## src/rtl/irq_status_pkg.sv

```systemverilog
package irq_status_pkg;
  localparam int ADDR_W    = 2;
  localparam int IMPL_BITS = 12;

  localparam logic [ADDR_W-1:0] SEL_STATUS = 2'd0;
  localparam logic [ADDR_W-1:0] SEL_MASK   = 2'd1;
  localparam logic [ADDR_W-1:0] SEL_ENABLE = 2'd2;

  // event bit positions
  localparam int EV_TX_OK    = 0;
  localparam int EV_TX_DESC  = 1;
  localparam int EV_TX_ERR   = 2;
  localparam int EV_TX_IDLE  = 3;
  localparam int EV_RX_OK    = 4;
  localparam int EV_RX_DESC  = 5;
  localparam int EV_RX_ERR   = 6;
  localparam int EV_RX_IDLE  = 7;
  localparam int EV_RX_OVER  = 8;
  localparam int EV_SOFT     = 9;
  localparam int EV_TX_RDONE = 10;
  localparam int EV_RX_RDONE = 11;

  typedef struct packed {
    logic statusRd;
    logic maskWr;
    logic enableWr;
  } reg_strobe_t;
endpackage

```

## src/rtl/irq_status_ctrl.sv

```systemverilog
module irq_status_ctrl
  import irq_status_pkg::*;
#(
  parameter int DATA_W = 32
) (
  input  logic              clk,
  input  logic              rst,
  input  logic              regWrEn,
  input  logic              regRdEn,
  input  logic [ADDR_W-1:0] regAddr,
  input  logic [DATA_W-1:0] postVec,
  input  logic [DATA_W-1:0] clearVec,
  input  logic              swReq,
  output reg_strobe_t       strb,
  output logic [DATA_W-1:0] postEff,
  output logic [DATA_W-1:0] clearEff,
  output logic              errOut
);
  localparam logic [DATA_W-1:0] IMPL_MASK =
    {{(DATA_W-IMPL_BITS){1'b0}}, {IMPL_BITS{1'b1}}};
  localparam logic [DATA_W-1:0] SOFT_ONE =
    {{(DATA_W-1){1'b0}}, 1'b1} << EV_SOFT;

  logic illegalWr;
  logic rsvdHit;
  logic errQ;

  always_comb begin
    strb.statusRd = regRdEn && (regAddr == SEL_STATUS);
    strb.maskWr   = regWrEn && (regAddr == SEL_MASK);
    strb.enableWr = regWrEn && (regAddr == SEL_ENABLE);
    illegalWr     = regWrEn && (regAddr == SEL_STATUS);
    rsvdHit       = |((postVec | clearVec) & ~IMPL_MASK);
    postEff       = (postVec & IMPL_MASK) | (swReq ? SOFT_ONE : '0);
    clearEff      = clearVec & IMPL_MASK;
  end

  always_ff @(posedge clk) begin
    if (rst) errQ <= 1'b0;
    else     errQ <= illegalWr || rsvdHit;
  end

  assign errOut = errQ;
endmodule

```

## src/rtl/irq_status_path.sv

```systemverilog
module irq_status_path
  import irq_status_pkg::*;
#(
  parameter int DATA_W = 32
) (
  input  logic              clk,
  input  logic              rst,
  input  reg_strobe_t       strb,
  input  logic              regRdEn,
  input  logic [ADDR_W-1:0] regAddr,
  input  logic [DATA_W-1:0] regWrData,
  input  logic [DATA_W-1:0] postEff,
  input  logic [DATA_W-1:0] clearEff,
  output logic [DATA_W-1:0] regRdData,
  output logic [DATA_W-1:0] statusQ,
  output logic [DATA_W-1:0] maskQ,
  output logic [DATA_W-1:0] enableQ,
  output logic              irqOut
);
  logic [DATA_W-1:0] statusNext;
  logic [DATA_W-1:0] maskNext;
  logic [DATA_W-1:0] enableNext;
  logic              pendQ;
  logic              pendNext;
  logic              anyNext;

  for (genvar b = 0; b < DATA_W; b++) begin : g_bit
    if (b < IMPL_BITS) begin : g_impl
      // post wins over clear and over the read-clear
      assign statusNext[b] = postEff[b] |
                             (statusQ[b] & ~clearEff[b] & ~strb.statusRd);
    end else begin : g_rsvd
      assign statusNext[b] = 1'b0;
    end
  end

  always_comb begin
    maskNext   = strb.maskWr   ? regWrData : maskQ;
    enableNext = strb.enableWr ? regWrData : enableQ;
    anyNext    = |(statusNext & maskNext);
    pendNext   = pendQ ? anyNext : (anyNext && (|enableNext));
  end

  always_ff @(posedge clk) begin
    if (rst) begin
      statusQ <= '0;
      maskQ   <= '0;
      enableQ <= '0;
      pendQ   <= 1'b0;
    end else begin
      statusQ <= statusNext;
      maskQ   <= maskNext;
      enableQ <= enableNext;
      pendQ   <= pendNext;
    end
  end

  always_comb begin
    regRdData = '0;
    if (regRdEn) begin
      case (regAddr)
        SEL_STATUS: regRdData = statusQ;
        SEL_MASK:   regRdData = maskQ;
        SEL_ENABLE: regRdData = enableQ;
        default:    regRdData = '0;
      endcase
    end
  end

  assign irqOut = pendQ;
endmodule

```

## src/rtl/irq_status_unit.sv

```systemverilog
module irq_status_unit
  import irq_status_pkg::*;
#(
  parameter int DATA_W = 32
) (
  input  logic              clk,
  input  logic              rst,
  input  logic              regWrEn,
  input  logic              regRdEn,
  input  logic [1:0]        regAddr,
  input  logic [DATA_W-1:0] regWrData,
  output logic [DATA_W-1:0] regRdData,
  input  logic [DATA_W-1:0] postVec,
  input  logic [DATA_W-1:0] clearVec,
  input  logic              swReq,
  output logic              irqOut,
  output logic              errOut
);
  reg_strobe_t       strb;
  logic [DATA_W-1:0] postEff;
  logic [DATA_W-1:0] clearEff;
  logic [DATA_W-1:0] statusQ;
  logic [DATA_W-1:0] maskQ;
  logic [DATA_W-1:0] enableQ;

  irq_status_ctrl #(.DATA_W(DATA_W)) u_ctrl (
    .clk(clk), .rst(rst), .regWrEn(regWrEn), .regRdEn(regRdEn),
    .regAddr(regAddr), .postVec(postVec), .clearVec(clearVec),
    .swReq(swReq), .strb(strb), .postEff(postEff), .clearEff(clearEff),
    .errOut(errOut)
  );

  irq_status_path #(.DATA_W(DATA_W)) u_path (
    .clk(clk), .rst(rst), .strb(strb), .regRdEn(regRdEn),
    .regAddr(regAddr), .regWrData(regWrData), .postEff(postEff),
    .clearEff(clearEff), .regRdData(regRdData), .statusQ(statusQ),
    .maskQ(maskQ), .enableQ(enableQ), .irqOut(irqOut)
  );
endmodule

```

## config.mk

```make
export PLATFORM = sky130hd
export DESIGN_NAME = irq_status_unit
export DESIGN_NICKNAME = d
export VERILOG_FILES = /design/src/rtl/irq_status_pkg.sv /design/src/rtl/irq_status_ctrl.sv /design/src/rtl/irq_status_path.sv /design/src/rtl/irq_status_unit.sv
export SDC_FILE = /design/constraint.sdc
export NUM_CORES = 1
export LEC_CHECK = 0
export BUFFER_PORTS_ARGS = -buffer_cell sky130_fd_sc_hd__buf_2
export CORE_ASPECT_RATIO = 1.1
export CORE_MARGIN = 2
export CORE_UTILIZATION = 44
export DETAILED_ROUTE_END_ITERATION = 12
export HOLD_SLACK_MARGIN = 0.15
export PLACE_DENSITY = 0.79
export SYNTH_ARGS = -nofsm -noshare
export SYNTH_HDL_FRONTEND = slang
export SYNTH_SLANG_ARGS = --single-unit
```

## constraint.sdc

```tcl
create_clock -name clk -period 1.6 [get_ports clk]
set_input_delay 0.16 -clock clk [delete_from_list [all_inputs] [get_ports clk]]
set_output_delay 0.16 -clock clk [all_outputs]
set_load 0.02 [all_outputs]
```

==> results of run 1 <==
[through the flow]
stage               hold slack [ps]  TNS, ps
finish                          154    -50.9
global route                    167     -217
CTS                             152        0
detailed placement              387    -98.7
global placement                389    -66.8
floorplan                       281        0
[state kept, by name, summed over array words and instances, names as in the netlist]
| signal | cells |
|---|---|
| u_path.enableQ | 32 |
| u_path.maskQ | 32 |
| u_path.statusQ | 12 |
| u_ctrl.errOut | 1 |
| u_path.irqOut | 1 |
[final cells by class]
| class | count | area [µm²] |
|---|---|---|
| clock buffers | 14 | 183 |
| clock inverters | 2 | 37.5 |
| fillers | 606 | 2440 |
| inverters | 12 | 45.0 |
| multi-input cells | 348 | 1990 |
| flip-flops and latches | 78 | 1560 |
| well taps | 108 | 135 |
| repair buffers | 221 | 1560 |
[power groups by stage]
stage	Sequential [mW]	Combinational (mW)	Clock, mW
3_3_place_gp	2.11	0.597	0
2_1_floorplan	2.11	0.318	0
5_1_grt	2.09	0.845	1.69
4_1_cts	2.07	0.727	1.60
6_report	2.08	0.787	1.60
3_5_place_dp	2.12	0.611	0
[layer usage]
layer  vias up  global-route usage  wire length (µm)
li1       2024                   -                 -
met1      1973               0.326              5160
met2       236               0.502              6560
met3        31              0.0402               834
met4         0               0.123               318
met5         -                   0                 0
[cells by family (layout without fill, tap and decap cells)]
kind of cell,Yosys count,in the layout,share of synthesized area
multiplexers,24,24,0.0660
flip-flops,78,78,0.429
AO/OA/AOI/OAI,105,105,0.169
buffers and inverters,47,249,0.0557
AND/OR/NAND/NOR,219,219,0.280
[cell usage in the layout (no fill, tap or decap), types with 2 or more instances in the layout]
cell type	n
buf_2	135
nand2_1	119
dfxtp_1	78
dlygate4sd3_1	59
a21oi_1	53
nor2_1	28
mux2i_1	24
nor2b_1	20
buf_4	17
nor4_1	16
a22oi_1	14
and2_1	14
clkbuf_8	13
inv_1	12
a31oi_1	11
o21ai_0	10
nor4_2	9
a22oi_2	6
o22ai_1	6
buf_12	6
nand4_1	5
buf_6	4
nor2b_2	2
o21ai_1	2
nor4_4	2
[worst max-delay path: stages]
cell and delay, ps:
dlygate4sd3_1 540, buf_2 150, nor4_2 340, nand4_1 180, nor4_2 270, a311o_1 180
a21oi_1 50
[how the worst max path moves through the flow]
| stage | slack [ps] | start | to |
|---|---|---|---|
| after detailed placement | -100 | regRdEn | u_path.irqOut$_SDFF_PP0_ |
| after CTS | 10 | regWrData[24] | u_path.irqOut$_SDFF_PP0_ |
| after floorplan | 50 | regAddr[0] | u_path.irqOut$_SDFF_PP0_ |
| after global placement | -70 | regRdEn | u_path.irqOut$_SDFF_PP0_ |
| after global routing | -140 | regWrData[18] | u_path.irqOut$_SDFF_PP0_ |
| final | -50 | regWrData[18] | u_path.irqOut$_SDFF_PP0_ |
[what timing repair did]
item,CTS,global route
setup buffers,0,2
hold buffers,59,0
setup endpoints to repair,0,17
gates resized for setup,0,27
endpoints found under the hold margin,73,0
==> results.json, run 1 <==
{
  "outcome": "complete, but fails checks",
  "violations": "negative setup slack",
  "clkTransAtPathRegs_ps": 80,
  "finalPower_mw": 4.47,
  "fin_cells": 783,
  "grt_pass1_vias": 4242,
  "io_pins": 137,
  "end_kind": "flip-flop",
  "maxCapViolCount": 0,
  "nets": 773,
  "drc_errors": 0,
  "synth_top_cells_by_area": "dfxtp_1 43%, nand2_1 12%, a21oi_1 7.3%",
  "wl_mm": 12.9,
  "p_comb_frac": 0.176,
  "drt.antenna.violating_nets": 0,
  "crit-reg2reg-launch": "u_path.enableQ[22]$_SDFF_PP0_",
  "io_buffers": 136,
  "holdCritStartpoint": "regWrEn",
  "power_density_nw_per_um2": 811,
  "ir_worst_vdd_v": 0.000457,
  "worst_ep_arrival_time_ps": 1890,
  "root_buffer": "clkbuf_8",
  "min_path_cells": 3,
  "synth_area_um2": 3640,
  "yosys_warnings": 0,
  "grt_max_degree": 52,
  "r2r_end": "u_path.irqOut$_SDFF_PP0_",
  "cts_tree": "built",
  "antenna_found_initial": 0,
  "dr.first_iter.drc_count": 263,
  "drive_above_1_share": 0.295,
  "swShare": 0.261,
  "place_ws_ps": -98.7,
  "cp.required_ps": 1840,
  "first_pass_iters": 5,
  "worst_slew_pin_slew_ps": 374,
  "die_x_um": 90.7,
  "dieArea_um2": 9020,
  "detailed_place_hpwl_mm": 8.18,
  "avgRoutedWirePerCell_um": 16.4,
  "rsz0062_at_grt": "true",
  "area_growth_pct": 51.5,
  "syn_avg_cell_area_um2": 7.70,
  "start_kind": "input pin",
  "placed_area_um2": 4540,
  "fin_area_um2": 5510,
  "synth-seq-area-share": 0.429,
  "rows": 34,
  "synthArstFlopShare": 0,
  "post-route-period-util": 1.03,
  "finalMaxSlewViolations": 0,
  "synth_cell_types": 26,
  "fin_crit_ps": 1650,
  "setup_ws_ps": -50.9,
  "ys.flop_type": "dfxtp_1",
  "hp-class": "input pin to flip-flop",
  "slew_headroom": 0.749,
  "seqPwrFrac": 0.466,
  "synth_top_area_frac": 0.429,
  "fp.coreArea_um2": 7960,
  "yosysMostFrequentCell": "nand2_1",
  "syn_nets": 576,
  "yosys_register_bits": 78,
  "place_inst": 706,
  "regToRegSetupSlack_ps": 80,
  "overflow": 0,
  "synth_cells": 473,
  "grt_pass1_wl_mm": 20.1,
  "cp_max_fo": 3,
  "critPathKind": "input pin to flip-flop",
  "power.switching_mw": 1.17,
  "cts_buffers": 9,
  "routed_via_density": 5.45,
  "clkPwrFrac": 0.358,
  "grt_use_total": 0.277,
  "setup_viol": 1,
  "synth_common_cells": "119 x nand2_1, 78 x dfxtp_1, 53 x a21oi_1",
  "hold_end": "u_ctrl.errOut$_SDFF_PP0_",
  "clk_path_buf_depth": 2,
  "power.leakage_nw": 2.37,
  "clkLatencyLatePin_ps": 350,
  "synth_area_leader_cell": "dfxtp_1",
  "clkSinkCount": 78,
  "reg2reg_depth": 5,
  "place_congestion": 0.907,
  "fmax_mhz": 606,
  "post-route-util": 0.693,
  "hold_viol": 0,
  "antenna_cells": 0,
  "synth-edff-count": 0,
  "vias": 4264,
  "htree_num_levels": 3,
  "clock-skew-final_ps": 8.00,
  "start_util": 0.458,
  "p_int_mw": 3.30,
  "chipHeight_um": 99.4
}
No activity file was read; power rests on OpenSTA's default activity.
==> inputs of run 2 (changes only) <==
CELL_PAD_IN_SITES_DETAIL_PLACEMENT = 1   (was default)
CELL_PAD_IN_SITES_GLOBAL_PLACEMENT = 1   (was default)
CORE_UTILIZATION = 31   (was 44)
==> run 2 against run 1 <==
Against the previous run:
- the run still ends with negative setup slack left
- worst hold slack improved by 9.4 ps
- critical path depth fell by 2
- worst setup slack got worse by 20 ps
- die area rose by 40%
- combinational power rose by 3.7%
- utilization fell by 20 points
- power rose by 14%
- via count rose by 2.1%
- register-to-register slack barely moved
- count of clock-buffer cells in the layout fell by 4
==> results.json, run 2 (synthesis results as in run 1) <==
{
  "hold_viol": 0,
  "vias": 4352,
  "grt_use_total": 0.247,
  "grt_pass1_wl_mm": 24.5,
  "worst_ep_arrival_time_ps": 1510,
  "clk_path_buf_depth": 2,
  "start_util": 0.318,
  "fill_cells": 1423,
  "clkSinkCount": 78,
  "end_kind": "primary output",
  "grt_pass1_vias": 4701,
  "overflow": 0,
  "antenna_cells": 0,
  "drc_errors": 0,
  "antenna_found_initial": 0,
  "finalMaxSlewViolations": 0,
  "layout_commonest_cell": "buf_2",
  "power.leakage_nw": 2.45,
  "slew_headroom": 0.701,
  "power_density_nw_per_um2": 911,
  "cp.required_ps": 1440,
  "place_congestion": 0.889,
  "layout_common_cells": "135 x buf_2, 119 x nand2_1, 78 x dfxtp_1",
  "io_pins": 137,
  "rows": 41,
  "critPathKind": "flip-flop to primary output",
  "outcome": "complete, but fails checks",
  "die_x_um": 107,
  "grt_max_degree": 33,
  "hp-class": "input pin to flip-flop",
  "clock-skew-final_ps": 8.45,
  "fin_cells": 830,
  "cp_max_fo": 2,
  "dr.first_iter.drc_count": 197,
  "routed_via_density": 5.24,
  "detailed_place_hpwl_mm": 10.7,
  "fin_crit_ps": 1670,
  "violations": "negative setup slack",
  "cts_buffers": 9,
  "setup_viol": 1,
  "clkTransAtPathRegs_ps": 60,
  "finalPower_mw": 5.09,
  "multi_input_area_um2": 1950,
  "clkLatencyLatePin_ps": 340,
  "dieArea_um2": 12600,
  "register_area_um2": 1560,
  "worst_slew_pin_slew_ps": 444,
  "cts_tree": "built",
  "post-route-period-util": 1.04,
  "htree_num_levels": 3,
  "area_growth_pct": 53.7,
  "fmax_mhz": 598,
  "place_inst": 768,
  "avgRoutedWirePerCell_um": 18.8,
  "root_buffer": "clkbuf_16",
  "first_pass_iters": 5,
  "post-route-util": 0.489,
  "ir_worst_vdd_v": 0.000602,
  "nets": 778,
  "setup_ws_ps": -71.2,
  "maxCapViolCount": 0,
  "start_kind": "flip-flop",
  "io_buffers": 136,
  "wl_mm": 15.6,
  "drive_above_1_share": 0.310,
  "top_regs": "u_path.enableQ: 32 flops, u_path.maskQ: 32 flops, u_path.statusQ: 12 flops",
  "drt.antenna.violating_nets": 0,
  "chipHeight_um": 118,
  "fp.coreArea_um2": 11400,
  "hold_slack_ps": 163
}
## run 2: cell types whose count changed in the layout (fill, tap and decap cells not counted), moves of 6 or more
cell	delta
clkbuf_16	+9
a22oi_1	+6
clkbuf_8	-13
a22oi_2	-6
dlygate4sd3_1	-15
buf_4	+22
## run 2: critical path, cell delays in order, from the launching register on
cell and delay, ps:
dfxtp_1 320, buf_4 150, mux2i_1 280, o21ai_2 110, and2_1 170, buf_2 150
## run 2: per-layer routing
layer,vias to the layer above,global-route usage,wire length [µm]
met1,2137,0.289,6310
li1,2030,-,-
met4,0,0.0666,236
met3,30,0.0460,696
met2,155,0.454,8390
met5,-,0,0
## run 2: final timing paths
| kind | startpoint | end | slack [ps] | cells past startpoint |
|---|---|---|---|---|
| setup / recovery | u_path.enableQ[0]$_SDFF_PP0_ | regRdData[0] | -70 | 5 |
| hold / removal | clearVec[3] | u_path.statusQ[3]$_SDFF_PP0_ | 160 | 4 |
| setup reg to reg | u_path.enableQ[23]$_SDFF_PP0_ | u_path.irqOut$_SDFF_PP0_ | 90 | 4 |
| hold reg to reg | u_path.maskQ[17]$_SDFFE_PP0N_ | u_path.maskQ[17]$_SDFFE_PP0N_ | 460 | 2 |
## run 2: timing repair
item	CTS	global route
setup buffers	0	2
pin swaps	0	2
hold endpoints to repair	64	0
cloned	0	0
setup endpoints to repair	13	25
hold buffers	44	0
resized for setup	2	20
## run 2: area by class of cell
cell class | instances | share of cell area
Multi-Input combinational cell | 348 | 0.349
Clock inverter | 6 | 0.0154
Tap cell | 150 | 0.0336
Inverter | 12 | 0.00805
Sequential cell | 78 | 0.279
Clock buffer | 10 | 0.0409
Timing Repair Buffer | 226 | 0.274
## run 2: metrics by stage
stage	worst slack [ps]	TNS, ps	cell area, µm²
finish	-71.2	-71.2	5590
detailed placement	-266	-302	4720
CTS	-18.1	-54.2	5480
floorplan	48.3	0	3640
global placement	-158	-158	4720
global route	-91.6	-321	5590
## run 2: where the power goes
| group | switching, mW | internal [mW] |
|---|---|---|
| registers | 0.0548 | 2.02 |
| clock network | 0.838 | 1.36 |
| logic | 0.432 | 0.384 |
